===== config.mk =====
export PLATFORM = sky130hd
export DESIGN_NAME = usart_cfg_bank
export DESIGN_NICKNAME = d
export VERILOG_FILES = /design/src/rtl/usart_cfg_pkg.sv /design/src/rtl/usart_byte_reg.sv /design/src/rtl/usart_shared_pair.sv /design/src/rtl/usart_cfg_bank.sv
export SDC_FILE = /design/constraint.sdc
export NUM_CORES = 1
export LEC_CHECK = 0
export ABC_AREA = 1
export ABC_CLOCK_PERIOD_IN_PS = 1900
export BUFFER_PORTS_ARGS = -buffer_cell sky130_fd_sc_hd__buf_2
export CAP_MARGIN = 20
export CORE_MARGIN = 5
export CORE_UTILIZATION = 50
export CTS_CLUSTER_DIAMETER = 200
export CTS_CLUSTER_SIZE = 14
export DETAILED_ROUTE_END_ITERATION = 8
export HOLD_SLACK_MARGIN = 0.08
export PLACE_DENSITY = 0.79
export SYNTH_ARGS = -nofsm -noshare
export SYNTH_HDL_FRONTEND = slang
export SYNTH_SLANG_ARGS = --single-unit

===== constraint.sdc =====
create_clock -name clk -period 1.9 [get_ports clk]
set_input_delay 0.095 -clock clk [delete_from_list [all_inputs] [get_ports clk]]
set_output_delay 0.095 -clock clk [all_outputs]
set_load 0.05 [all_outputs]

===== src/rtl/usart_cfg_pkg.sv =====
package usart_cfg_pkg;
    localparam int BYTE_W  = 8;
    localparam int SEL_BIT = BYTE_W - 1;

    typedef enum logic [1:0] {
        SRC_NONE,
        SRC_STATUS,
        SRC_BAUD_LO,
        SRC_SHARED
    } rd_src_e;
endpackage


===== src/rtl/usart_byte_reg.sv =====
module usart_byte_reg #(
    parameter int           WIDTH = 8,
    parameter logic [WIDTH-1:0] RST_VAL = '0
) (
    input  logic             clk,
    input  logic             rst_n,
    input  logic             we_i,
    input  logic [WIDTH-1:0] d_i,
    output logic [WIDTH-1:0] q_o
);
    logic [WIDTH-1:0] val_d, val_q;

    always_comb begin
        val_d = val_q;
        if (we_i) val_d = d_i;
    end

    always_ff @(posedge clk or negedge rst_n) begin
        if (!rst_n) val_q <= RST_VAL;
        else        val_q <= val_d;
    end

    assign q_o = val_q;
endmodule


===== src/rtl/usart_shared_pair.sv =====
module usart_shared_pair
    import usart_cfg_pkg::*;
#(
    parameter int BHI_W = 4,
    parameter logic [SEL_BIT-1:0] CTRL_RST = 7'h02
) (
    input  logic              clk,
    input  logic              rst_n,
    input  logic              hit_wr_i,
    input  logic              hit_rd_i,
    input  logic [BYTE_W-1:0] wdata_i,
    output logic [BHI_W-1:0]  bhi_o,
    output logic [BYTE_W-1:0] ctrl_o,
    output logic [BYTE_W-1:0] rd_value_o
);
    typedef struct packed {
        logic [BHI_W-1:0]   bhi;
        logic [SEL_BIT-1:0] ctrl;
        logic               seq;
    } pair_t;

    pair_t st_d, st_q;

    always_comb begin
        st_d = st_q;
        if (hit_wr_i) begin
            if (wdata_i[SEL_BIT]) st_d.ctrl = wdata_i[SEL_BIT-1:0];
            else                  st_d.bhi  = wdata_i[BHI_W-1:0];
        end
        // a write-free read of this location arms the second-read path
        st_d.seq = hit_rd_i && !hit_wr_i;
    end

    always_ff @(posedge clk or negedge rst_n) begin
        if (!rst_n) begin
            st_q.bhi  <= '0;
            st_q.ctrl <= CTRL_RST;
            st_q.seq  <= 1'b0;
        end else begin
            st_q <= st_d;
        end
    end

    assign bhi_o      = st_q.bhi;
    assign ctrl_o     = {1'b1, st_q.ctrl};
    assign rd_value_o = st_q.seq ? {1'b1, st_q.ctrl}
                                 : {{(BYTE_W-BHI_W){1'b0}}, st_q.bhi};
endmodule


===== src/rtl/usart_cfg_bank.sv =====
module usart_cfg_bank
    import usart_cfg_pkg::*;
#(
    parameter int ADDR_W = 6,
    parameter int BHI_W  = 4,
    parameter logic [ADDR_W-1:0] STATUS_ADDR  = 6'h0B,
    parameter logic [ADDR_W-1:0] BAUD_LO_ADDR = 6'h09,
    parameter logic [ADDR_W-1:0] SHARED_ADDR  = 6'h20,
    parameter logic [BYTE_W-1:0] STATUS_RST   = 8'h20
) (
    input  logic              clk,
    input  logic              rst_n,
    input  logic [ADDR_W-1:0] addr_i,
    input  logic [BYTE_W-1:0] wdata_i,
    input  logic              wr_en_i,
    input  logic              rd_en_i,
    output logic [BYTE_W-1:0] rdata_o,
    output logic [BYTE_W-1:0] status_o,
    output logic [BYTE_W-1:0] baud_lo_o,
    output logic [BHI_W-1:0]  baud_hi_o,
    output logic [BYTE_W-1:0] ctrl_o
);
    rd_src_e           src;
    logic              hit_status, hit_blo, hit_shared;
    logic [BYTE_W-1:0] shared_val;

    always_comb begin
        hit_status = (addr_i == STATUS_ADDR);
        hit_blo    = (addr_i == BAUD_LO_ADDR);
        hit_shared = (addr_i == SHARED_ADDR);
        if (hit_status)      src = SRC_STATUS;
        else if (hit_blo)    src = SRC_BAUD_LO;
        else if (hit_shared) src = SRC_SHARED;
        else                 src = SRC_NONE;
    end

    usart_byte_reg #(.WIDTH(BYTE_W), .RST_VAL(STATUS_RST)) u_status (
        .clk(clk), .rst_n(rst_n), .we_i(wr_en_i && hit_status),
        .d_i(wdata_i), .q_o(status_o)
    );

    usart_byte_reg #(.WIDTH(BYTE_W), .RST_VAL('0)) u_baud_lo (
        .clk(clk), .rst_n(rst_n), .we_i(wr_en_i && hit_blo),
        .d_i(wdata_i), .q_o(baud_lo_o)
    );

    usart_shared_pair #(.BHI_W(BHI_W), .CTRL_RST(7'h02)) u_pair (
        .clk(clk), .rst_n(rst_n),
        .hit_wr_i(wr_en_i && hit_shared),
        .hit_rd_i(rd_en_i && hit_shared),
        .wdata_i(wdata_i),
        .bhi_o(baud_hi_o),
        .ctrl_o(ctrl_o),
        .rd_value_o(shared_val)
    );

    always_comb begin
        rdata_o = '0;
        if (rd_en_i) begin
            unique case (src)
                SRC_STATUS:  rdata_o = status_o;
                SRC_BAUD_LO: rdata_o = baud_lo_o;
                SRC_SHARED:  rdata_o = shared_val;
                default:     rdata_o = '0;
            endcase
        end
    end
endmodule


=== Word-level counts from Yosys, hierarchy flattened ===
Cells that the tools add are included.

* Logic and storage cells: 26
* Bits in registers: 28
* Output and inout port bits: 36
* Bits of input ports: 18

* Reductions and logical operators: 8
* Bitwise operators: 1
* Eq/ne operators: 6
* Muxes and demuxes: 6

{| class="wikitable"
|+ Operators with widths
! operator !! count
|-
| 8-bit one-hot mux with 3 select lines || 1
|-
| 8-bit two-way mux || 2
|-
| 6-bit by 4-bit equality test with 1-bit output, second input constant || 2
|-
| 6-bit equality test, second input constant || 1
|-
| 2-bit two-way mux || 3
|-
| 1-bit logical AND || 5
|-
| 2-bit equality test, second input constant || 2
|-
| 2-bit AND reduction || 2
|-
| 2-bit by 1-bit equality test with 1-bit output, second input constant || 1
|-
| 1-bit logical NOT || 1
|-
| 1-bit NOT || 1
|}

=== Longest topological paths before layout ===
* Word-level depth: 7
* Depth in mapped cells: 8

=== Modules after synthesis ===
From an unflattened synthesis, not the netlist that was laid out.

* Cell total of the unflattened synthesis: 212
* Area total of the unflattened synthesis: 1534.0 um2

{| class="wikitable"
|+ Modules (own cells, without submodules)
! module !! times used !! cells an instance !! area an instance (um2)
|-
| usart_shared_pair || 1 || 73 || 565.5
|-
| usart_cfg_bank || 1 || 71 || 356.6
|-
| usart_byte_reg at u_status || 1 || 34 || 306.5
|-
| usart_byte_reg at u_baud_lo || 1 || 34 || 305.3
|}

=== Worst setup path before layout ===
No wires, ideal clock.

* Path type: register to output
* Start point: register u_pair.st_q, in the netlist u_pair.ctrl_o[1]
* End point: output rdata_o[1]
* Arrival time: 1336 ps
* Stages on the path, launching flop included: 7
* Slack: 469 ps
* Buffers on the path: 0
* Data required time: 1805 ps
* Cell sequence: dfstp_2 -> nand2_1 -> nand2_1 -> nand3_1 -> nand3_1 -> nand2_1 -> inv_1

* Word-level cells in the longest chain between the ends: 3

{| class="wikitable"
|+ Ends and longest elaborated chain
! what !! line !! RTL
|-
| start, declared || usart_shared_pair.sv:22 || <nowiki>pair_t st_d, st_q;</nowiki>
|-
| start signal, assigned || usart_shared_pair.sv:40 || <nowiki>st_q <= st_d;</nowiki>
|-
| 8-bit two-way mux || usart_shared_pair.sv:46 || <nowiki>assign rd_value_o = st_q.seq ? {1'b1, st_q.ctrl}</nowiki>
|-
| 8-bit one-hot mux with 3 select lines || usart_cfg_bank.sv:60 || <nowiki>unique case (src)</nowiki>
|-
| 8-bit two-way mux || usart_cfg_bank.sv:59 || <nowiki>if (rd_en_i) begin</nowiki>
|-
| end, declared || usart_cfg_bank.sv:17 || <nowiki>output logic [BYTE_W-1:0] rdata_o,</nowiki>
|}

Every way passes these cells.

=== Worst setup path after layout ===
* Start point: register u_pair.st_q[0] (netlist bit)
* End point: output rdata_o[2]

The elaborated chain is that of the path after synthesis.

==> results.md <==
* Worst vdd rail ir drop at 0.0005249 V
* Starting Density at 52.56%
* Max Cap Violations at 0
* Slew Viols, Final at 0
* DR vias/cell at 5.299
* TNS Setup at 0 ns
* Startpoint types: flip-flop
* CORE AREA at 3078 sq um
* Critical-path cell list: inv_1 > nand2_1 > nand2_1 > nand3_1 > nand3_1 > nand2_1 > inv_1 > clkbuf_4
* Mapped cell area at 1618 sq um
* Drt drc at 0
* Inst Count DP at 304
* Vias post-DR at 1685
* CP max FO at 9
* Final Skew at 0 ns
* Share of cells above drive strength 1 at 28.10%
* Final instance area at 2053 sq um
* Gr ovfl total at 0
* Clock buffer depth at 2
* Worst r2r dst: u_status.q_o[5]
* Cells after synthesis at 215
* Leak Pwr at 0.001274 uW
* Setup Fix Bufs, Post-CTS at 0
* CP max stage cell: dfrtp_2
* Top Layer Used: met4
* Setup Viol. Count Final at 0
* TritonCTS buffer count at 3
* Hold WS at 0.1097 ns
* Pwr/cell area at 779.8 nW/um^2
* RePlAce Congestion at 0.8789
* Yosys reg bits at 28
* Die area at 4473 sq um
* Die width at 66.88 microns
* IO buf count at 52
* Crit path capture: rdata_o[2]
* Antenna Cells at 0
* Syn_area_per_cell at 7.525 sq um
* GRT Overall Usage at 21.64%
* Detailed Place HPWL at 3219 microns
* Commonest cells after routing, fill and taps aside: nand2_1 (81), buf_2 (51), nand3_1 (34)
* WL/cell at 14.00 microns
* Layout area overhead at 26.91%
* Starting DRT DRC Count at 80
* Hold Vio Cnt, Final at 0
* Largest net degree at the start of global routing at 29
* Synth top area cells: dfrtp_1 (40%), nand2_1 (19%), nand3_1 (11%)
* Fin crit share at 92.04%
* FMAX at 0.5718 GHz
* Worst EP arrival at 1.65 ns
* Synth top area share at 40.22%
* Metal-1 WL at 1691 microns
* Vias in the first global route at 1569
* Ports at 54
* RSZ-0062 raised after global routing: false
* Rows at 20
* Chip height at 66.88 microns
* Syn_nets at 233
* CP peak stage delay at 0.50 ns
* CP Capture Type: primary output
* Sequential area share after synthesis at 43.46%
* Fin crit period at 1.749 ns
* Outcome: finished, final reports clean
* CTS clk-pin slew, worst paths at 0.15 ns
* DP Area at 1897 sq um
* First-pass GRT wire length at 7272 microns
* Worst-Margin Slew at 0.6104 ns
* Routed wire length at 4453 microns
* CTS Root Cell: clkbuf_4
* Met3 wire len at 403 microns
* CTS Sinks at 28
* Fin cells at 318
* Reg2reg path depth at 2
* Worst setup path start: u_pair.st_q[0]
* YS warnings at 0
* Dominant cell type by area after synthesis: dfrtp_1
* Reg2reg start: u_status.q_o[5]
* Synth cell types at 20
* CP most frequent cell: nand2_1
* Worst EP required at 1.80 ns
* CTS H-Tree Depth at 1
* Antenna violations before repair at 0
* Slew HR at 59.31%
* Most common cell after layout, fill and taps aside: nand2_1
* Worst Hold Class: in2reg
* Layout Nets at 293
* CTS tree: built
* Setup slack on the worst flop-to-flop path at 1.14 ns
* WS Path Type: reg2out
* Antenna-violating nets left at 0
* Detailed Routing Iterations Pass 1 at 4
* Met2 WL post-DR at 2283 microns
* Clock Latency Late Sink at 0.34 ns
flip-flops by register name (all words and copies together) (netlist names):
signal         count
u_status.q_o       8
u_baud_lo.q_o      8
u_pair.ctrl_o      7
u_pair.st_q        1
u_pair.bhi_o       4
critical path, delay by kind of cell (launching register included):
kind	cells	cell delay, ns
and+or+nand+nor	5	0.40
DFF	1	0.50
buffers and inverters	3	0.42
what timing repair did:
action	4_1_cts	5_1_grt
endpoints found under the hold margin	53	0
resized for setup	0	2
hold buffers	10	0
setup endpoints to repair	0	2
cell families (layout without fill, tap and decap cells):
logic type / Yosys count / after routing / synth area share, %
flip-flops: 28 / 28 / 43.46
other: 1 / 1 / 0.2318
AND/OR/NAND/NOR: 141 / 141 / 44.01
buffers and inverters: 29 / 88 / 7.347
AO/OA/AOI/OAI: 16 / 16 / 4.949
power by group:
| group | total, uW | internal (uW) | switching, uW |
|---|---|---|---|
| Combinational | 483 | 105 | 378 |
| Clock | 405 | 214 | 191 |
| Sequential | 713 | 662 | 51.1 |
per-stage QoR:
step	setup WS (ns)	util [%]	total power [uW]
finish	0.1512	66.71	1601
global route	0.01798	66.71	1665
CTS	0.09233	66.59	1604
detailed placement	0.4970	61.63	1193
global placement	0.4971	61.63	1186
floorplan	0.4690	-	1049
worst min path at each step:
stage | start | to | slack, ns | cells after the start
final | wr_en_i | u_pair.ctrl_o[1] | 0.11 | 3
after global routing | wr_en_i | u_pair.st_q[0] | 0.11 | 2
after CTS | wr_en_i | u_pair.ctrl_o[1] | 0.09 | 3
after detailed placement | rst_n | u_pair.ctrl_o[2] | 0.14 | 1
after global placement | rst_n | u_pair.ctrl_o[2] | 0.14 | 1
after floorplan | rst_n | u_baud_lo.q_o[0] | -0.20 | 0
metal layers:
layer  track usage (%)  up-vias
li1                  -      816
met1             27.27      777
met4             9.367        0
met3             2.530        5
met2             37.00       87
met5                 0        -
layout make-up:
type                    instances  area [sq um]
well taps                      44         55.05
multi-input cells             158         795.8
inverters                      22         82.58
clock inverters                 1         30.03
repair buffers                 62         362.8
clock buffers                   3         22.52
fillers                       278          1025
flip-flops and latches         28         704.4
cell usage after synthesis (all sizes together):
master / instances
inv: 22
nand3: 35
nand2: 85
conb: 1
dfstp: 2
buf: 4
nor2: 10
o21ai: 16
clkbuf: 3
nand4: 11
dfrtp: 26
Note: power is estimated with default switching activity, not from simulation.
